## src/rtl/ptm_pkg.sv

```systemverilog
package ptm_pkg;
  typedef enum logic [1:0] {
    ACC_NONE  = 2'd0,
    ACC_READ  = 2'd1,
    ACC_WRITE = 2'd2
  } acc_e;
endpackage

```

## src/rtl/ptm_cell_array.sv

```systemverilog
module ptm_cell_array
  import ptm_pkg::*;
#(
  parameter int ROW_W    = 3,
  parameter int COL_W    = 3,
  parameter int DQ_W     = 4,
  parameter int CMP_BITS = 2
) (
  input  logic             clk,
  input  logic             rst_n,
  input  acc_e             acc,
  input  logic             test_mode,
  input  logic [ROW_W-1:0] row,
  input  logic [COL_W-1:0] col,
  input  logic [DQ_W-1:0]  wdata,
  output logic [DQ_W-1:0]  rd_data,
  output logic             rd_valid
);
  localparam int IDX_W = ROW_W + COL_W;
  localparam int WORDS = 1 << IDX_W;
  localparam int GRP   = 1 << CMP_BITS;

  logic [DQ_W-1:0]  mem [WORDS];
  logic [IDX_W-1:0] word_idx, base_idx;
  logic [DQ_W-1:0]  grp [GRP];
  logic [DQ_W-1:0]  agree;

  assign word_idx = {row, col};
  assign base_idx = {row, col[COL_W-1:CMP_BITS], {CMP_BITS{1'b0}}};

  for (genvar g = 0; g < GRP; g++) begin : g_grp
    assign grp[g] = mem[base_idx | IDX_W'(g)];
  end

  always_comb begin
    agree = '1;
    for (int g = 1; g < GRP; g++) agree &= ~(grp[g] ^ grp[0]);
  end

  always_ff @(posedge clk or negedge rst_n) begin
    if (!rst_n) begin
      for (int w = 0; w < WORDS; w++) mem[w] <= '0;
      rd_data  <= '0;
      rd_valid <= 1'b0;
    end else begin
      rd_valid <= (acc == ACC_READ);
      if (acc == ACC_READ) rd_data <= test_mode ? agree : mem[word_idx];
      if (acc == ACC_WRITE) begin
        if (test_mode) begin
          for (int g = 0; g < GRP; g++) mem[base_idx | IDX_W'(g)] <= wdata;
        end else begin
          mem[word_idx] <= wdata;
        end
      end
    end
  end
endmodule

```

## config.mk

```make
export PLATFORM = sky130hd
export DESIGN_NAME = ptm_cell_array
export DESIGN_NICKNAME = d
export VERILOG_FILES = /design/src/rtl/ptm_pkg.sv /design/src/rtl/ptm_cell_array.sv
export SDC_FILE = /design/constraint.sdc
export NUM_CORES = 1
export LEC_CHECK = 0
export BUFFER_PORTS_ARGS = -buffer_cell sky130_fd_sc_hd__buf_2
export CAP_MARGIN = 20
export CORE_ASPECT_RATIO = 1.75
export CORE_UTILIZATION = 30
export DETAILED_ROUTE_END_ITERATION = 10
export PLACE_DENSITY = 0.53
export SYNTH_ARGS = -nofsm -noshare
export SYNTH_HDL_FRONTEND = slang
export SYNTH_SLANG_ARGS = --single-unit
```

## constraint.sdc

```tcl
create_clock -name clk -period 2.1 [get_ports clk]
set_input_delay 0.21 -clock clk [delete_from_list [all_inputs] [get_ports clk]]
set_output_delay 0.21 -clock clk [all_outputs]
set_load 0.03 [all_outputs]
```

# [Word-level counts from Yosys, hierarchy flattened]
# Index checks and enable logic that the tools add are counted.
[classes] order_cmp=10 n_eq_ne=2 mux=32 bitwise_logic=13 n_reduce_logical=5
[ops] operator="$bwmux 256" count=5
[ops] operator="$mux 256" count=1
[ops] operator="$bmux 4 s6" count=5
[ops] operator="$demux 4 s6" count=5
[ops] operator="$mux 4" count=16
[ops] operator="$ge 7x7->1 const B" count=5
[ops] operator="$lt 7x1->1 const B" count=5
[ops] operator="$not 6->7" count=5
[ops] operator="$not 4->4" count=3
[ops] operator="$xor 4x4->4" count=3
[ops] operator="$and 4x4->4" count=2
[ops] operator="$logic_and 1x1->1" count=5
[ops] operator="$eq 2x1->1 const B" count=1
[ops] operator="$eq 2x2->1 const B" count=1
[totals] reg_bits=261 in_bits=15 output_inout_bits=5 word_cells=128

# [Longest topological paths before layout]
# Gate-level depths: netlist (run 1).
[depth] depth_word=10 ltp_mapped=11 depth_no_buf=6

# [Worst setup path before layout (run 1)]
# Ideal clock, no wire load.
[synth_path] kind="in2reg" start="input port row[0]" end="register rd_data[2]" arrival_time_ps=2144 t_required_ps=2034 path_slack_ps=-110 path_stages=8 n_path_buf=2 cell_sequence="clkbuf_1 -> clkbuf_1 -> mux4_2 -> a22oi_1 -> nand2_1 -> or4_1 -> nand3_1 -> a31o_1"
[synth_via] elab_chain_cells=9 elab_cells_between_ends=29
[synth_lines] element="start, declared" line="ptm_cell_array.sv:13" rtl="input logic [ROW_W-1:0] row,"
[synth_lines] element="$not 6->7 (not written as such)" line="ptm_cell_array.sv:32" rtl="assign grp[g] = mem[base_idx | IDX_W'(g)];"
[synth_lines] element="$bmux 4 s6" line="ptm_cell_array.sv:32"
[synth_lines] element="$mux 4 (not written as such) (2 in a row)" line="ptm_cell_array.sv:32"
[synth_lines] element="$xor 4x4->4" line="ptm_cell_array.sv:37" rtl="for (int g = 1; g < GRP; g++) agree &= ~(grp[g] ^ grp[0]);"
[synth_lines] element="$not 4->4" line="ptm_cell_array.sv:37"
[synth_lines] element="$and 4x4->4 (2 in a row)" line="ptm_cell_array.sv:37"
[synth_lines] element="$mux 4 (*)" line="ptm_cell_array.sv:47" rtl="if (acc == ACC_READ) rd_data <= test_mode ? agree : mem[word_idx];"
[synth_lines] element="end signal, assigned" line="ptm_cell_array.sv:47"
[synth_lines] element="end, declared" line="ptm_cell_array.sv:16" rtl="output logic [DQ_W-1:0] rd_data,"
# Mark *: on every way between the ends. The rest lies on a longest branch, timed or not. The select of a mux whose other input is x is not followed.
# A chain may end at the register's enable or synchronous reset.

# [Worst setup path after layout (run 1)]
[layout_path] start="register mem[45] in the netlist's numbering" end="register rd_data[1]"
[layout_via] elab_chain_cells=8 elab_cells_between_ends=24
[layout_lines] element="start, declared" line="ptm_cell_array.sv:23" rtl="logic [DQ_W-1:0] mem [WORDS];"
[layout_lines] element="start signal, assigned by index" line="ptm_cell_array.sv:52" rtl="mem[word_idx] <= wdata;"
[layout_lines] element="$bmux 4 s6" line="ptm_cell_array.sv:32"
[layout_lines] element="$mux 4 (not written as such) (2 in a row)" line="ptm_cell_array.sv:32"
[layout_lines] element="$xor 4x4->4" line="ptm_cell_array.sv:37"
[layout_lines] element="$not 4->4" line="ptm_cell_array.sv:37"
[layout_lines] element="$and 4x4->4 (2 in a row)" line="ptm_cell_array.sv:37"
[layout_lines] element="$mux 4 (*)" line="ptm_cell_array.sv:47"
# Marks and branches as above.

==> qor.yml, run 1 <==
logic_synthesis:
  synthCells: 1069
  syn_area_um2: 14020
  yosys_warnings: 0
  synth-seq-cells: 261
  seq_area_frac_synth_pct: 46.57
  synth.distinct_cells: 31
  syn_nets: 1084
  syn_area_per_cell_um2: 13.12
placement:
  io_buffers: 19
  placed_cell_area_um2: 16580
  place.gp.congestion: 0.9455
  placed_cells: 1810
  dpl.hpwl_mm: 36.43
timing:
  min_period_ns: 2.109
  tightest_slew_ns: 0.6516
  finalWorstSetupSlack_ns: -0.009375
  min_period_over_period_pct: 100.4
  hold_violations: 0
  fmax_ghz: 0.4741
  grt_setup_unrepaired: "yes"
  hold_slack_ns: 0.02979
  setup_violations: 1
  relSlewSlack_pct: 56.40
  slew_violations: 0
  tns_ns: -0.009375
  skew_ns: 0.01515
routing:
  first_iter_violations: 589
  drtPass1Iterations: 8
  wl_per_cell_um: 26.25
  via_per_inst: 5.641
  drc: 2
  finalWirelength_mm: 49.05
  vias: 10540
  detail-route-antenna-nets: 0
worst_setup_path:
  crit_path_end_kind: "register"
  start_kind: "register"
  arrival_ns: 2.61
  worst-path-max-fanout: 3
  path_class: "reg -> reg"
  required_ns: 2.60
cts:
  cts_buffers: 26
  cts_tree: "built"
  cts_root_buffer: "clkbuf_16"
  cts_buffer_depth: 3
  insertion_delay_ns: 0.56
  htreeDepth: 1
  numClockSinks: 261
  path_clk_slew_ns: 0.08
floorplanning:
  ios: 20
  die_w_um: 165.4
  die_area_um2: 47650
  rows: 104
  start_util_pct: 30.45
  die_h_um: 288.0
  core_region_area_um2: 46060
layout:
  design_area_um2: 17840
  nNetsFinal: 1281
  final_cell_mix: "mux2_2 (291), dfrtp_1 (260), buf_4 (214)"
  fillers: 4431
  final_common_cell: "mux2_2"
  final_layout_size_suffix_gt1_share_pct: 55.44
  area_growth_pct: 27.22
  finalNonFillerCells: 1869
  antenna_cells: 0
global_routing:
  overflow: 0
  grt_pass1_wl_mm: 73.55
  grt_use_total_pct: 21.17
  grt_max_degree: 65
  antenna_found_initial: 0
  first_global_vias: 11260
worst_hold_path:
  hp-class: "in -> reg"
power_and_ir_drop:
  p_leak_nw: 7.996
  powerDensity_nw_per_um2: 852.7
  ir_drop_uv: 407.9
status:
  violations: "design-rule violations, negative setup slack"
  outcome: "finished with violations"
run:
  max_cap_violations: 0
[Yosys cell counts]
library cell  instances  area share, %
o221ai_1             16            1.0
nor2_1               39            1.0
buf_1                 8           0.21
mux2_2              292             23
nand3_1               4           0.14
clkbuf_1             70            1.9
or2_2                 4           0.18
a31o_1                4           0.25
nor4_2                1          0.089
nand2b_1              2          0.089
o21ai_0              16           0.57
nor3_1                4           0.14
nor3_2                1          0.071
and2_0                1          0.045
nand2_1              78            2.1
or4_1                 4           0.21
buf_2                 9           0.32
inv_1                 2          0.054
o211ai_1             12           0.64
buf_4                 3           0.16
a221oi_1             80            5.0
a32oi_1               4           0.25
mux4_2               64             10
dfrtp_1             261             47
buf_6                 6           0.48
and2_1                5           0.22
a21o_1                1          0.054
nor2b_1              10           0.45
nand4_1               8           0.36
a22oi_1              32            1.7
mux2i_1              28            2.0
[registers in the layout (all words and copies together), names as in the netlist]
signal / cells
rd_valid: 1
rd_data: 4
mem: 256
[where the power goes]
group	switching (W)	internal, W
sequential	0.000681	0.00583
clock	0.00213	0.00303
combinational	0.00159	0.00196
[cell type report]
type	instances	area (µm²)	area share, %
sequential	261	6533	36.61
multi-input combinational	710	7272	40.76
tap	583	729.5	4.088
inverter	2	7.507	0.04208
clock buffer	35	755.7	4.236
timing repair buffer	265	2362	13.24
clock inverter	13	182.7	1.024
[worst paths after layout]
path / start / endpoint / slack [ns] / depth (start not counted)
setup / recovery: mem[45] / rd_data[1] / -0.009 / 6
hold / removal: acc[1] / rd_valid / 0.03 / 3
setup reg to reg: mem[45] / rd_data[1] / -0.009 / 6
hold reg to reg: mem[238] / mem[238] / 0.53 / 1
max in group asynchronous: rst_n / mem[139] / 1.21 / 3
min in group asynchronous: rst_n / mem[253] / 0.20 / 2
[kinds of logic (layout without fill, tap and decap cells)]
logic type / after synthesis / in the layout / synth area share [%]
mux: 384 / 384 / 35.72
simple gates: 161 / 161 / 5.130
buf+inv: 98 / 315 / 3.105
flops: 261 / 261 / 46.57
compound gates: 165 / 165 / 9.474
[critical path: stages (launching register included)]
cell and delay, ns:
dfrtp_1 0.42, mux4_2 0.53, a22oi_1 0.25, nand2_1 0.14, or4_1 0.49, nand3_1 0.10
a31o_1 0.13
[metrics by stage]
step | utilization [%] | setup WS, ns | power [W]
detailed placement | 35.99 | -0.5955 | 0.009954
finish | 38.73 | -0.009375 | 0.01521
global placement | 35.99 | -0.6115 | 0.009892
global route | 38.73 | -0.04626 | 0.01578
CTS | 38.29 | -0.01265 | 0.01521
floorplan | - | 0.009595 | 0.008183
[what timing repair did]
| action | CTS | global route |
|---|---|---|
| cloned | 0 | 1 |
| hold endpoints to repair | 53 | 0 |
| gates resized for setup | 18 | 29 |
| pin swaps | 13 | 15 |
| setup endpoints to repair | 4 | 4 |
| hold buffers | 1 | 0 |
| setup buffers | 3 | 7 |
[layer usage]
layer / share of wire, % / routed length, µm / vias to the layer above / global-route usage, %
met4: 8.6 / 4239 / 0 / 15.93
met5: 0 / 0 / - / 0
li1: - / - / 4549 / -
met3: 3.5 / 1716 / 144 / 1.815
met2: 52 / 25700 / 332 / 37.57
met1: 35 / 17400 / 5518 / 23.00
(Power assumes the default switching activity.)
==> run 2: changes to the inputs <==
GPL_TIMING_DRIVEN = 0   (was not set)
==> run 2 against run 1 <==
The run still ends with design-rule violations, negative setup slack left. Die area did not move. Utilization shrank 3.5 points. Combinational power is 15% lower. Setup slack worse by 0.20 ns. Sequential share of layout area is 3.7 points higher. Register-to-register slack worse by 0.16 ns. Clock skew increased by 0.013 ns. Flip-flop and latch count stayed put. Global-route usage is 3.0 points higher. Wire length increased by 14%. Clock-buffer cell count down 4.
==> qor.yml, run 2 (same netlist as run 1, synthesis figures left out) <==
status:
  outcome: "finished with violations"
  violations: "design-rule violations, negative setup slack"
power_and_ir_drop:
  p_total_w: 0.01411
  p_comb_share_pct: 21.4
  switching_power_w: 0.004393
  ir_drop_uv: 597.7
  p_leak_nw: 6.947
  switching_share_pct: 31.13
  powerDensity_nw_per_um2: 870.4
  p_seq_share_pct: 46.6
  pwr-share-clk_pct: 32.1
  intPower_w: 0.009719
floorplanning:
  die_h_um: 288.0
  die_area_um2: 47650
  ios: 20
  core_region_area_um2: 46060
  rows: 104
  start_util_pct: 30.45
  die_w_um: 165.4
worst_setup_path:
  max_stage_delay_ns: 0.53
  path_class: "in -> reg"
  path_common_cell: "clkbuf_2"
  crit_path_end_kind: "register"
  arrival_ns: 2.77
  required_ns: 2.55
  worst-path-max-fanout: 10
  start_kind: "input port"
  path_cells: "clkbuf_2, buf_2, clkbuf_2, o221ai_1, o211ai_1, nand4_1, a31o_1"
  cp_slowest_cell: "o211ai_1"
timing:
  tightest_slew_ns: 1.019
  min_period_over_period_pct: 110.1
  slew_violations: 0
  tns_ns: -0.8568
  hold_violations: 0
  setup_violations: 10
  relSlewSlack_pct: 32.06
  finalWorstSetupSlack_ns: -0.2130
  fmax_ghz: 0.4323
  skew_ns: 0.02813
  min_period_ns: 2.313
  hold_slack_ns: 0.1563
  grt_setup_unrepaired: "yes"
layout:
  fillers: 4589
  nNetsFinal: 1146
  largest-register: "mem"
  finalNonFillerCells: 1732
  final_cell_mix: "mux2_2 (291), dfrtp_1 (259), nand2_1 (75)"
  largest_reg_flops: 256
  area_growth_pct: 15.60
  antenna_cells: 0
  final_layout_size_suffix_gt1_share_pct: 46.65
  largestRegisters: "mem (256), rd_data (4), rd_valid (1)"
  final_common_cell: "mux2_2"
placement:
  placed_cells: 1669
  dpl.hpwl_mm: 42.20
  dp_slack_ns: -1.298
  io_buffers: 13
  place.gp.congestion: 0.9654
cts:
  cts_root_buffer: "clkbuf_16"
  insertion_delay_ns: 0.58
  cts_buffers: 25
  cts_tree: "built"
  path_clk_slew_ns: 0.07
  cts_buffer_depth: 3
  numClockSinks: 261
  htreeDepth: 1
routing:
  first_iter_violations: 919
  drtPass1Iterations: 9
  vias: 10410
  drc: 2
  detail-route-antenna-nets: 0
  via_per_inst: 6.012
  wl_per_cell_um: 32.29
  finalWirelength_mm: 55.93
global_routing:
  overflow: 0
  first_global_vias: 11090
  grt_use_total_pct: 24.21
  antenna_found_initial: 0
  grt_pass1_wl_mm: 80.19
  grt_max_degree: 115
worst_hold_path:
  hp-class: "in -> async"
run:
  max_cap_violations: 0
[run 2: changes by cell type in the layout (fill, tap and decap cells not counted), sizes merged]
cell / before / now
buf: 263 / 61
bufinv: 4 / 1
clkbuf: 36 / 100
clkinv: 4 / 8
[run 2: critical path: cells and delay by family]
| family | cells | cell delay (ns) |
|---|---|---|
| buffers and inverters | 3 | 1.16 |
| AO/OA/AOI/OAI | 3 | 1.03 |
| AND/OR/NAND/NOR | 1 | 0.35 |
[run 2: power groups by stage]
stage / Combinational [W] / Clock, W / Sequential, W
floorplan: 0.00186 / 0 / 0.00633
global placement: 0.00267 / 0 / 0.00661
detailed placement: 0.00274 / 0 / 0.00663
CTS: 0.00288 / 0.00459 / 0.00654
global route: 0.00317 / 0.00476 / 0.00665
finish: 0.00301 / 0.00452 / 0.00657
[run 2: path summary, 6_finish.rpt]
| check | slack [ns] | to | from | cells past startpoint |
|---|---|---|---|---|
| max | -0.21 | rd_data[0] | row[0] | 7 |
| min | 0.16 | mem[121] | rst_n | 2 |
| max reg2reg | -0.17 | rd_data[0] | mem[128] | 6 |
| min reg2reg | 0.53 | mem[85] | mem[85] | 1 |
| max in group asynchronous | 0.99 | mem[150] | rst_n | 3 |
| min in group clk | 0.21 | rd_valid | acc[1] | 3 |
[run 2: timing repair]
action                                 CTS  global route
endpoints found under the hold margin   51             0
gates resized for setup                 64            51
buffers inserted                         9             8
pin swaps                               15            14
cloned                                   0             0
hold buffers                             1             0
setup endpoints to repair              207           152
[run 2: cell type report]
class / count / area (µm²) / area share (%)
multi-input cells: 710 / 7347 / 45.32
flip-flops and latches: 261 / 6534 / 40.30
well taps: 583 / 729.5 / 4.499
clock buffers: 31 / 668.1 / 4.121
plain buffers: 96 / 531.8 / 3.280
repair buffers: 35 / 282.8 / 1.744
clock inverters: 14 / 112.6 / 0.6946
inverters: 2 / 7.507 / 0.04630
[run 2: layer usage]
| metal | track usage, % | share of wire (%) | wire length (µm) |
|---|---|---|---|
| met4 | 22.34 | 11 | 6327 |
| met5 | 0 | 0 | 0 |
| met2 | 41.21 | 50 | 28000 |
| met3 | 3.314 | 5.0 | 2802 |
| met1 | 25.41 | 34 | 18800 |
[run 2: through the flow]
stage | area, µm² | utilization (%)
floorplan | 14030 | -
global placement | 14830 | 32.19
detailed placement | 14910 | 32.36
CTS | 16000 | 34.72
global route | 16210 | 35.20
finish | 16210 | 35.20
